<file path="src/rtl/acc_rf_pkg.sv">
package acc_rf_pkg;

    // Sequencer states
    typedef enum logic {
        ST_DECODE = 1'b0,
        ST_REG    = 1'b1
    } rf_state_e;

    // Decoded operation kinds
    typedef enum logic [1:0] {
        OP_NONE = 2'd0,
        OP_MOVE = 2'd1,
        OP_INC  = 2'd2,
        OP_DEC  = 2'd3
    } rf_kind_e;

    // Fixed register codes; accumulators 1.. start at CODE_ACC_BASE
    localparam int CODE_A        = 0;
    localparam int CODE_X        = 1;
    localparam int CODE_Y        = 2;
    localparam int CODE_W        = 3;
    localparam int CODE_ACC_BASE = 4;
    localparam int NUM_INDEX     = 3;

endpackage

</file>
<file path="src/rtl/acc_rf_decode.sv">
module acc_rf_decode
    import acc_rf_pkg::*;
#(
    parameter int OP_W        = 16,
    parameter int SEL_W       = 5,
    parameter int NUM_REGS    = 19,
    parameter int MOVE_CLASS  = 44,
    parameter int STEP_CLASS  = 45
) (
    input  logic [OP_W-1:0]  opcode,
    output rf_kind_e         dec_kind,
    output logic [SEL_W-1:0] dec_dst,
    output logic [SEL_W-1:0] dec_src
);
    localparam int CLS_W = OP_W - 2 * SEL_W;
    localparam logic [SEL_W-1:0] LAST_CODE = SEL_W'(NUM_REGS - 1);
    localparam logic [CLS_W-1:0] MOVE_C    = CLS_W'(MOVE_CLASS);
    localparam logic [CLS_W-1:0] STEP_C    = CLS_W'(STEP_CLASS);

    logic [CLS_W-1:0] cls;
    logic [SEL_W-1:0] f_dst;
    logic [SEL_W-1:0] f_src;

    always_comb begin
        cls      = opcode[OP_W-1 -: CLS_W];
        f_dst    = opcode[2*SEL_W-1 -: SEL_W];
        f_src    = opcode[SEL_W-1:0];
        dec_kind = OP_NONE;
        dec_dst  = f_dst;
        dec_src  = f_src;
        if (cls == MOVE_C) begin
            if (f_dst <= LAST_CODE && f_src <= LAST_CODE) begin
                dec_kind = OP_MOVE;
            end
        end else if (cls == STEP_C) begin
            if (f_dst <= LAST_CODE) begin
                dec_kind = f_src[0] ? OP_DEC : OP_INC;
            end
            dec_src = f_dst;
        end
    end

endmodule

</file>
<file path="src/rtl/acc_rf_bank.sv">
module acc_rf_bank
    import acc_rf_pkg::*;
#(
    parameter int DATA_W   = 16,
    parameter int SEL_W    = 5,
    parameter int NUM_REGS = 19
) (
    input  logic              clk,
    input  logic              rst_n,
    input  logic              we,
    input  logic [SEL_W-1:0]  waddr,
    input  logic [DATA_W-1:0] wdata,
    input  logic [SEL_W-1:0]  rd_a_sel,
    output logic [DATA_W-1:0] rd_a_data,
    input  logic [SEL_W-1:0]  rd_b_sel,
    output logic [DATA_W-1:0] rd_b_data,
    output logic [DATA_W-1:0] idx_x,
    output logic [DATA_W-1:0] idx_y,
    output logic [DATA_W-1:0] idx_w
);
    logic [DATA_W-1:0] regs_q [NUM_REGS];
    logic [DATA_W-1:0] regs_d [NUM_REGS];

    // Next-value logic: one cell per register code
    for (genvar gi = 0; gi < NUM_REGS; gi++) begin : g_cell
        always_comb begin
            regs_d[gi] = regs_q[gi];
            if (we && waddr == SEL_W'(gi)) begin
                regs_d[gi] = wdata;
            end
        end
    end

    always_ff @(posedge clk) begin
        for (int i = 0; i < NUM_REGS; i++) begin
            if (!rst_n) regs_q[i] <= '0;
            else        regs_q[i] <= regs_d[i];
        end
    end

    // Read muxes: codes with no cell fall through to zero
    always_comb begin
        rd_a_data = '0;
        rd_b_data = '0;
        for (int i = 0; i < NUM_REGS; i++) begin
            if (rd_a_sel == SEL_W'(i)) rd_a_data = regs_q[i];
            if (rd_b_sel == SEL_W'(i)) rd_b_data = regs_q[i];
        end
    end

    assign idx_x = regs_q[CODE_X];
    assign idx_y = regs_q[CODE_Y];
    assign idx_w = regs_q[CODE_W];

endmodule

</file>
<file path="src/rtl/acc_rf_ctrl.sv">
module acc_rf_ctrl
    import acc_rf_pkg::*;
#(
    parameter int DATA_W   = 16,
    parameter int SEL_W    = 5,
    parameter int NUM_REGS = 19
) (
    input  logic              clk,
    input  logic              rst_n,
    input  logic              load,
    input  logic [SEL_W-1:0]  dst_sel,
    input  logic [DATA_W-1:0] wr_data,
    input  logic              xfer_req,
    input  rf_kind_e          dec_kind,
    input  logic [SEL_W-1:0]  dec_dst,
    input  logic [SEL_W-1:0]  dec_src,
    input  logic [DATA_W-1:0] rd_b_data,
    output logic              we,
    output logic [SEL_W-1:0]  waddr,
    output logic [DATA_W-1:0] wdata,
    output logic [SEL_W-1:0]  rd_b_sel,
    output logic              busy,
    output logic              flag_n,
    output logic              flag_z
);
    localparam logic [SEL_W-1:0] LAST_CODE = SEL_W'(NUM_REGS - 1);

    typedef struct packed {
        rf_state_e        state;
        rf_kind_e         kind;
        logic [SEL_W-1:0] tgt;
        logic [SEL_W-1:0] org;
        logic             n;
        logic             z;
    } ctrl_t;

    ctrl_t ctl_d, ctl_q;

    always_comb begin
        ctl_d    = ctl_q;
        we       = 1'b0;
        waddr    = dst_sel;
        wdata    = wr_data;
        rd_b_sel = (ctl_q.kind == OP_MOVE) ? ctl_q.org : ctl_q.tgt;

        unique case (ctl_q.state)
            ST_DECODE: begin
                we = load;
                if (xfer_req && dec_kind != OP_NONE) begin
                    ctl_d.state = ST_REG;
                    ctl_d.kind  = dec_kind;
                    ctl_d.tgt   = dec_dst;
                    ctl_d.org   = dec_src;
                end
            end
            ST_REG: begin
                we    = 1'b1;
                waddr = ctl_q.tgt;
                unique case (ctl_q.kind)
                    OP_INC:  wdata = rd_b_data + DATA_W'(1);
                    OP_DEC:  wdata = rd_b_data - DATA_W'(1);
                    default: wdata = rd_b_data;
                endcase
                ctl_d.state = ST_DECODE;
                ctl_d.kind  = OP_NONE;
            end
            default: ctl_d.state = ST_DECODE;
        endcase

        if (we && waddr <= LAST_CODE) begin
            ctl_d.n = wdata[DATA_W-1];
            ctl_d.z = (wdata == '0);
        end
    end

    always_ff @(posedge clk) begin
        if (!rst_n) begin
            ctl_q <= '{state: ST_DECODE, kind: OP_NONE, tgt: '0, org: '0,
                       n: 1'b0, z: 1'b0};
        end else begin
            ctl_q <= ctl_d;
        end
    end

    assign busy   = (ctl_q.state == ST_REG);
    assign flag_n = ctl_q.n;
    assign flag_z = ctl_q.z;

endmodule

</file>
<file path="src/rtl/acc_regfile.sv">
module acc_regfile
    import acc_rf_pkg::*;
#(
    parameter int DATA_W     = 16,
    parameter int NUM_ACC    = 16,
    parameter int SEL_W      = 5,
    parameter int OP_W       = 16,
    parameter int MOVE_CLASS = 44,
    parameter int STEP_CLASS = 45
) (
    input  logic              clk,
    input  logic              rst_n,
    input  logic [SEL_W-1:0]  src_sel,
    input  logic [SEL_W-1:0]  dst_sel,
    input  logic              load,
    input  logic [DATA_W-1:0] wr_data,
    input  logic              xfer_req,
    input  logic [OP_W-1:0]   opcode,
    output logic [DATA_W-1:0] src_data,
    output logic [DATA_W-1:0] idx_x,
    output logic [DATA_W-1:0] idx_y,
    output logic [DATA_W-1:0] idx_w,
    output logic              flag_n,
    output logic              flag_z,
    output logic              busy
);
    localparam int NUM_REGS = NUM_ACC + NUM_INDEX;

    rf_kind_e          dec_kind;
    logic [SEL_W-1:0]  dec_dst;
    logic [SEL_W-1:0]  dec_src;
    logic              we;
    logic [SEL_W-1:0]  waddr;
    logic [DATA_W-1:0] wdata;
    logic [SEL_W-1:0]  rd_b_sel;
    logic [DATA_W-1:0] rd_b_data;

    acc_rf_decode #(
        .OP_W(OP_W), .SEL_W(SEL_W), .NUM_REGS(NUM_REGS),
        .MOVE_CLASS(MOVE_CLASS), .STEP_CLASS(STEP_CLASS)
    ) decode_i (
        .opcode  (opcode),
        .dec_kind(dec_kind),
        .dec_dst (dec_dst),
        .dec_src (dec_src)
    );

    acc_rf_ctrl #(
        .DATA_W(DATA_W), .SEL_W(SEL_W), .NUM_REGS(NUM_REGS)
    ) ctrl_i (
        .clk      (clk),
        .rst_n    (rst_n),
        .load     (load),
        .dst_sel  (dst_sel),
        .wr_data  (wr_data),
        .xfer_req (xfer_req),
        .dec_kind (dec_kind),
        .dec_dst  (dec_dst),
        .dec_src  (dec_src),
        .rd_b_data(rd_b_data),
        .we       (we),
        .waddr    (waddr),
        .wdata    (wdata),
        .rd_b_sel (rd_b_sel),
        .busy     (busy),
        .flag_n   (flag_n),
        .flag_z   (flag_z)
    );

    acc_rf_bank #(
        .DATA_W(DATA_W), .SEL_W(SEL_W), .NUM_REGS(NUM_REGS)
    ) bank_i (
        .clk      (clk),
        .rst_n    (rst_n),
        .we       (we),
        .waddr    (waddr),
        .wdata    (wdata),
        .rd_a_sel (src_sel),
        .rd_a_data(src_data),
        .rd_b_sel (rd_b_sel),
        .rd_b_data(rd_b_data),
        .idx_x    (idx_x),
        .idx_y    (idx_y),
        .idx_w    (idx_w)
    );

endmodule

</file>
<file path="config.mk">
export PLATFORM = sky130hd
export DESIGN_NAME = acc_regfile
export DESIGN_NICKNAME = d
export VERILOG_FILES = /design/src/rtl/acc_rf_pkg.sv /design/src/rtl/acc_rf_decode.sv /design/src/rtl/acc_rf_bank.sv /design/src/rtl/acc_rf_ctrl.sv /design/src/rtl/acc_regfile.sv
export SDC_FILE = /design/constraint.sdc
export NUM_CORES = 1
export LEC_CHECK = 0
export BUFFER_PORTS_ARGS = -buffer_cell sky130_fd_sc_hd__buf_2
export CAP_MARGIN = 20
export CELL_PAD_IN_SITES_DETAIL_PLACEMENT = 1
export CELL_PAD_IN_SITES_GLOBAL_PLACEMENT = 1
export CORE_MARGIN = 8
export CORE_UTILIZATION = 30
export CTS_BUF_LIST = sky130_fd_sc_hd__clkbuf_8 sky130_fd_sc_hd__clkbuf_16
export CTS_CLUSTER_DIAMETER = 100
export DETAILED_ROUTE_END_ITERATION = 6
export PLACE_DENSITY_LB_ADDON = 0.1
export SETUP_SLACK_MARGIN = 0.4
export SLEW_MARGIN = 0
export SYNTH_ARGS = -nofsm -noshare
export SYNTH_HDL_FRONTEND = slang
export SYNTH_HIERARCHICAL = 1
export SYNTH_SLANG_ARGS = --single-unit
</file>
<file path="constraint.sdc">
create_clock -name clk -period 5.8 [get_ports clk]
set_input_delay 1.16 -clock clk [delete_from_list [all_inputs] [get_ports clk]]
set_output_delay 1.16 -clock clk [all_outputs]
set_load 0.03 [all_outputs]
</file>
* Word level (Yosys, flattened, before mapping)
Memory sizes are Yosys's and may differ from the RTL's.
Cells that the tools add are included.
W data, S select, Z words.
** Operators by class
- $add $sub $neg :: 2
- Magnitude comparators :: 3
- Equal/unequal tests :: 60
- Muxes and demuxes :: 92
- Bitwise operators :: 20
- Reduce and logical (&&, ||, !) cells :: 28
** Operators by type and width (count)
- $mux W16 :: 77
- $eq A5 B4 Y1 const B :: 24
- $eq A5 B3 Y1 const B :: 12
- $eq A5 B5 Y1 const B :: 9
- $pmux W16 S2 :: 1
- $eq A5 B2 Y1 const B :: 6
- $logic_and A1 B1 Y1 :: 22
- $mux W5 :: 4
- $or A1 B1 Y1 :: 19
- $add A16 B1 Y16 const B :: 1
- $logic_not A16 Y1 :: 1
- $sub A16 B1 Y16 const B :: 1
- $eq A5 B1 Y1 const B :: 3
- $le A5 B5 Y1 const B :: 3
- $logic_not A5 Y1 :: 3
- $mux W13 :: 1
- $eq A6 B6 Y1 const B :: 2
- $mux W2 :: 3
- $pmux W3 S2 :: 1
- $eq A2 B2 Y1 const B :: 2
- $mux W1 :: 4
- $eq A2 B1 Y1 const B :: 1
- $ne A2 B1 Y1 const B :: 1
- $pmux W1 S2 :: 1
- other kinds (3) :: 3
** Word-level totals
- Flip-flop bits (word level) :: 15
- Memory bits (writable) :: 304
- Input bits :: 46
- Output and inout port bits :: 67
- Memories kept :: 1
** Memory list
- bank_i.regs_q :: depth 19, bits a word 16, rd ports 19, clocked after Yosys merged registers in 0, write ports 19, line acc_rf_bank.sv:21 : logic [DATA_W-1:0] regs_q [NUM_REGS];

* Depth between registers and ports, before layout
- Depth after elaboration :: 27
- Mapped depth :: 25
- Depth with buffers taken out :: 18

* By module
Netlist, hierarchy kept.
** Modules (own cells, without submodules)
- acc_rf_bank :: times used 1, cells an instance 2440, area an instance 17654.4 sq um
- acc_rf_ctrl :: times used 1, cells an instance 211, area an instance 1594.0 sq um
- acc_rf_decode :: times used 1, cells an instance 22, area an instance 201.4 sq um

* Worst setup path before layout
OpenSTA, ideal clock, no wires.
- Path kind :: register to register
- Start :: register ctrl_i/ctl_q[13] in the netlist's numbering
- End :: memory bank_i.regs_q[5][6], in the netlist bank_i/regs_q[1][22]
- Setup time :: 76 ps
- Arrival time :: 4964 ps
- Path slack :: 760 ps
- Cell stages (with the launch flop) :: 23
- Buffers on the path :: 5
- Path through :: dfxtp_1 -> buf_1 -> nor2b_1 -> mux2_2 -> buf_6 -> or3_4 -> nor2_8 -> a22o_1 -> a2111oi_0 -> or4_1 -> a2111oi_2 -> buf_2 -> xnor2_1 -> ha_1 -> nor2_1 -> nand2_1 -> o32ai_1 -> xor2_1 -> mux2_2 -> clkbuf_1 -> clkbuf_1 -> nand2_1 -> a21boi_0
** RTL lines
- start, declared :: line acc_rf_ctrl.sv:37 : ctrl_t ctl_d, ctl_q;
- start signal, assigned :: line acc_rf_ctrl.sv:78 : ctl_q <= '{state: ST_DECODE, kind: OP_NONE, tgt: '0, org: '0,
- start signal, assigned :: line acc_rf_ctrl.sv:81 : ctl_q <= ctl_d;
- end, declared :: line acc_rf_bank.sv:21

* Worst setup path after layout
- Start :: input port src_sel[1]
- End :: output port src_data[1]
** Between the ends
- Longest elaborated chain between the ends :: 20
** RTL lines
- start, declared :: line acc_regfile.sv:13 : input logic [SEL_W-1:0] src_sel,
- $logic_not A5 Y1 :: line acc_rf_bank.sv:46 : if (rd_a_sel == SEL_W'(i)) rd_a_data = regs_q[i];
- $mux W16 (18 in a row) :: line acc_rf_bank.sv:46
- $mux W16 (*) :: line acc_rf_bank.sv:46
- end, declared :: line acc_regfile.sv:19 : output logic [DATA_W-1:0] src_data,
Every way passes the cells marked *; elsewhere a longest branch is shown, timed or not.

==> metrics.yaml <==
status:
  status: "complete, but fails checks"
  violations: "design-rule violations"
placement:
  dp.cells: 3551
  hpwl_mm: 95.99
  post-place-ws_ns: -0.08435
  portBuffers: 112
  gp_congestion: 1.040
  placed_cell_area_um2: 21450
yosys:
  yosys.area.top_type: "dfxtp_1"
  ys_seq_area_share_pct: 32.83
  yosys_warnings: 6
  avgSynthCellArea_um2: 7.276
  synth-seq-cells: 319
  synthTopCellsByCount: "nand2_1 (746), dfxtp_1 (319), a21boi_0 (303)"
  syn_nets: 2720
  synth_cell_types: 89
  synth.area.top_cells: "dfxtp_1 (33%), nand2_1 (14%), a21boi_0 (12%)"
  syn_area_um2: 19450
  synth.most_common_cell: "nand2_1"
  synth-edff-count: 0
  yosys.area.top_type_share_pct: 32.83
  synthArstFlopShare_pct: 0
  synth_ff_type: "dfxtp_1"
  synth_cells: 2673
worst_setup_path:
  crit_end: "src_data[1]"
  r2r_slack_ns: 0.60
  critPathCaptureType: "primary output"
  cpMostUsedCell: "buf_4"
  cp_slowest_cell: "a221oi_1"
  r2r_end: "ctrl_i/flag_z"
  worstPathRequired_ns: 4.64
  crit_path_start: "src_sel[1]"
  criticalPathCategory: "primary input to primary output"
  critPathMaxFanout: 15
  worst_path_largest_cell_delay_ns: 0.44
  r2r_start: "ctrl_i/ctl_q[12]"
  worstPathArrival_ns: 4.15
  cp_cell_sequence: "buf_2 -> buf_4 -> inv_1 -> buf_4 -> a221oi_1 -> o21a_1 -> nor4_1 -> buf_4 -> a211oi_1 -> buf_4 -> buf_2"
  critPathLaunchType: "primary input"
  reg2regPathDepth: 18
clock_network:
  cts_hold_buf: 0
  clk_pin_slew_worst_paths_ns: 0.05
  cts_tree: "built"
  cts_sinks: 319
  cts_buffer_depth: 3
  ctsRootBufferMaster: "clkbuf_16"
  clk_latency_ns: 0.58
  cts_buffers: 40
  htree_num_levels: 2
drt:
  wl_mm: 126.7
  drtAntennaViolNets: 0
  via_count: 22080
  viasPerCell: 6.091
  wire_per_inst_um: 34.96
  drc_errors: 1
  drt_first_pass_iters: 7
  drtIter0Drc: 2554
sta:
  hold_viol_final: 0
  timing.final.crit_period_ns: 5.307
  timing.final.ws_setup_ns: 0.4928
  tightest_slew_ns: 1.178
  setup_viol: 0
  slew_headroom_pct: 21.48
  whs_ns: 0.4813
  period_share_pct: 91.50
  rsz0062_at_grt: "true"
  fmax_mhz: 188.4
  fin_skew_ns: 0.03216
  slew_viol_final: 0
grt:
  first_global_vias: 21990
  grt_max_degree: 226
  grt_pass1_wl_mm: 176.5
  antenna_found_initial: 5
  overflow: 0
  grt_use_total_pct: 33.24
floorplanning:
  die_w_um: 270.6
  rows: 93
  initial_core_util_pct: 30.28
  io_pins: 113
  fp.dieH_um: 270.6
  die-area_um2: 73240
  coreArea_um2: 64230
finish:
  drive_gt1_share_pct: 16.12
  final_nets: 2790
  fillers: 7837
  stdcell_count: 3624
  regArea_um2: 6386
  final_cell_area_um2: 22950
  area_growth_pct: 17.97
  multiInputGateArea_um2: 11890
power:
  ir_drop_v: 0.0001740
  power.static_leakage_uw: 0.007869
  powerDensity_nw_per_um2: 238.2
job:
  maxCapViolCount: 0
hold_path:
  min_path_type: "flop to flop"
==> where the power goes <==
| group | switching (µW) | leakage [µW] | internal (µW) |
|---|---|---|---|
| clock network | 1050 | 0.000666 | 1560 |
| logic | 433 | 0.00463 | 187 |
| registers | 26.4 | 0.00257 | 2210 |
==> worst min path at each step <==
stage / startpoint / endpoint / slack, ns / cells after the start
after detailed placement: bank_i/regs_q[3][20] / bank_i/regs_q[3][20] / 0.47 / 2
after global placement: bank_i/regs_q[3][20] / bank_i/regs_q[3][20] / 0.46 / 2
final: bank_i/regs_q[3][20] / bank_i/regs_q[3][20] / 0.48 / 2
after floorplan: bank_i/regs_q[3][20] / bank_i/regs_q[3][20] / 0.44 / 2
after CTS: bank_i/regs_q[3][20] / bank_i/regs_q[3][20] / 0.48 / 2
after global routing: ctrl_i/flag_z / ctrl_i/flag_z / 0.50 / 2
==> layer usage <==
layer  vias to the layer above  track usage (%)  part of all wire, %
li1                       9479                -                    -
met1                     11250            43.27                   42
met2                      1060            53.30                   45
met3                       290            5.266                  7.0
met4                         0            15.93                  5.6
met5                         -                0                    0
==> worst max-delay path: cells and delay by family <==
kind                   cells  cell delay [ns]
buffers and inverters      7             1.66
AOI/OAI and AO/OA          3             1.18
and+or+nand+nor            1             0.12
==> through the flow <==
stage	power [µW]	utilization, %	TNS (ns)
floorplan	2562	-	0
detailed placement	2879	33.39	-0.9569
CTS	5474	35.52	0
global placement	2877	33.37	-0.06539
finish	5465	35.72	0
global route	5593	35.71	0
==> what timing repair did <==
| item | 4_1_cts | 5_1_grt |
|---|---|---|
| pin swaps | 1 | 1 |
| setup buffers | 1 | 2 |
| endpoints found under the setup margin | 201 | 171 |
| gates resized for setup | 11 | 14 |
| endpoints found under the hold margin | 0 | 0 |
==> layout by cell type (no fill, tap or decap), types with 8 or more instances in the layout <==
cell type,n
nand2_1,745
dfxtp_1,319
a21boi_0,303
buf_4,157
nor2_1,143
buf_2,110
a21oi_1,109
o21ai_0,95
o22ai_1,64
mux2i_1,54
nand3_1,43
clkbuf_16,41
nor3_1,34
inv_1,33
nor2b_1,29
a22oi_1,29
a221oi_1,29
nand2b_1,23
a31oi_1,19
buf_12,19
nor4_1,18
o221ai_1,17
mux2_2,17
a211oi_1,13
mux2_4,13
nand4_1,12
nor3b_1,12
or3_1,12
nor2_2,12
o211ai_1,11
a21oi_2,11
a222oi_1,10
xnor2_1,10
and2_1,9
a32oi_1,8
o32ai_1,8
==> registers in the layout, indices dropped and copies added, names as in the netlist <==
register and cells:
bank_i/regs_q 304, ctrl_i/flag_n 1, ctrl_i/busy 1, ctrl_i/flag_z 1, ctrl_i/ctl_q 12
==> cells by family after synthesis <==
logic type                 count (synthesis)  share of synthesized area, %
buffers and inverters                    293                         7.102
adders and majority gates                  1                       0.06432
xor gates and xnor gates                  16                        0.7205
and+or+nand+nor                         1147                         25.41
AOI/OAI and AO/OA                        812                         29.15
muxes                                     85                         4.722
DFF                                      319                         32.83
==> area by class of cell <==
class                      instances  share of cell area [%]
timing repair buffer             292                   9.466
multi-input combinational       2061                   51.81
clock buffer                      46                   4.771
clock inverter                    19                  0.9542
tap                              855                   4.662
antenna                            3                 0.03272
sequential                       319                   27.83
inverter                          29                  0.4744
Note: power is estimated with default switching activity, not from simulation.
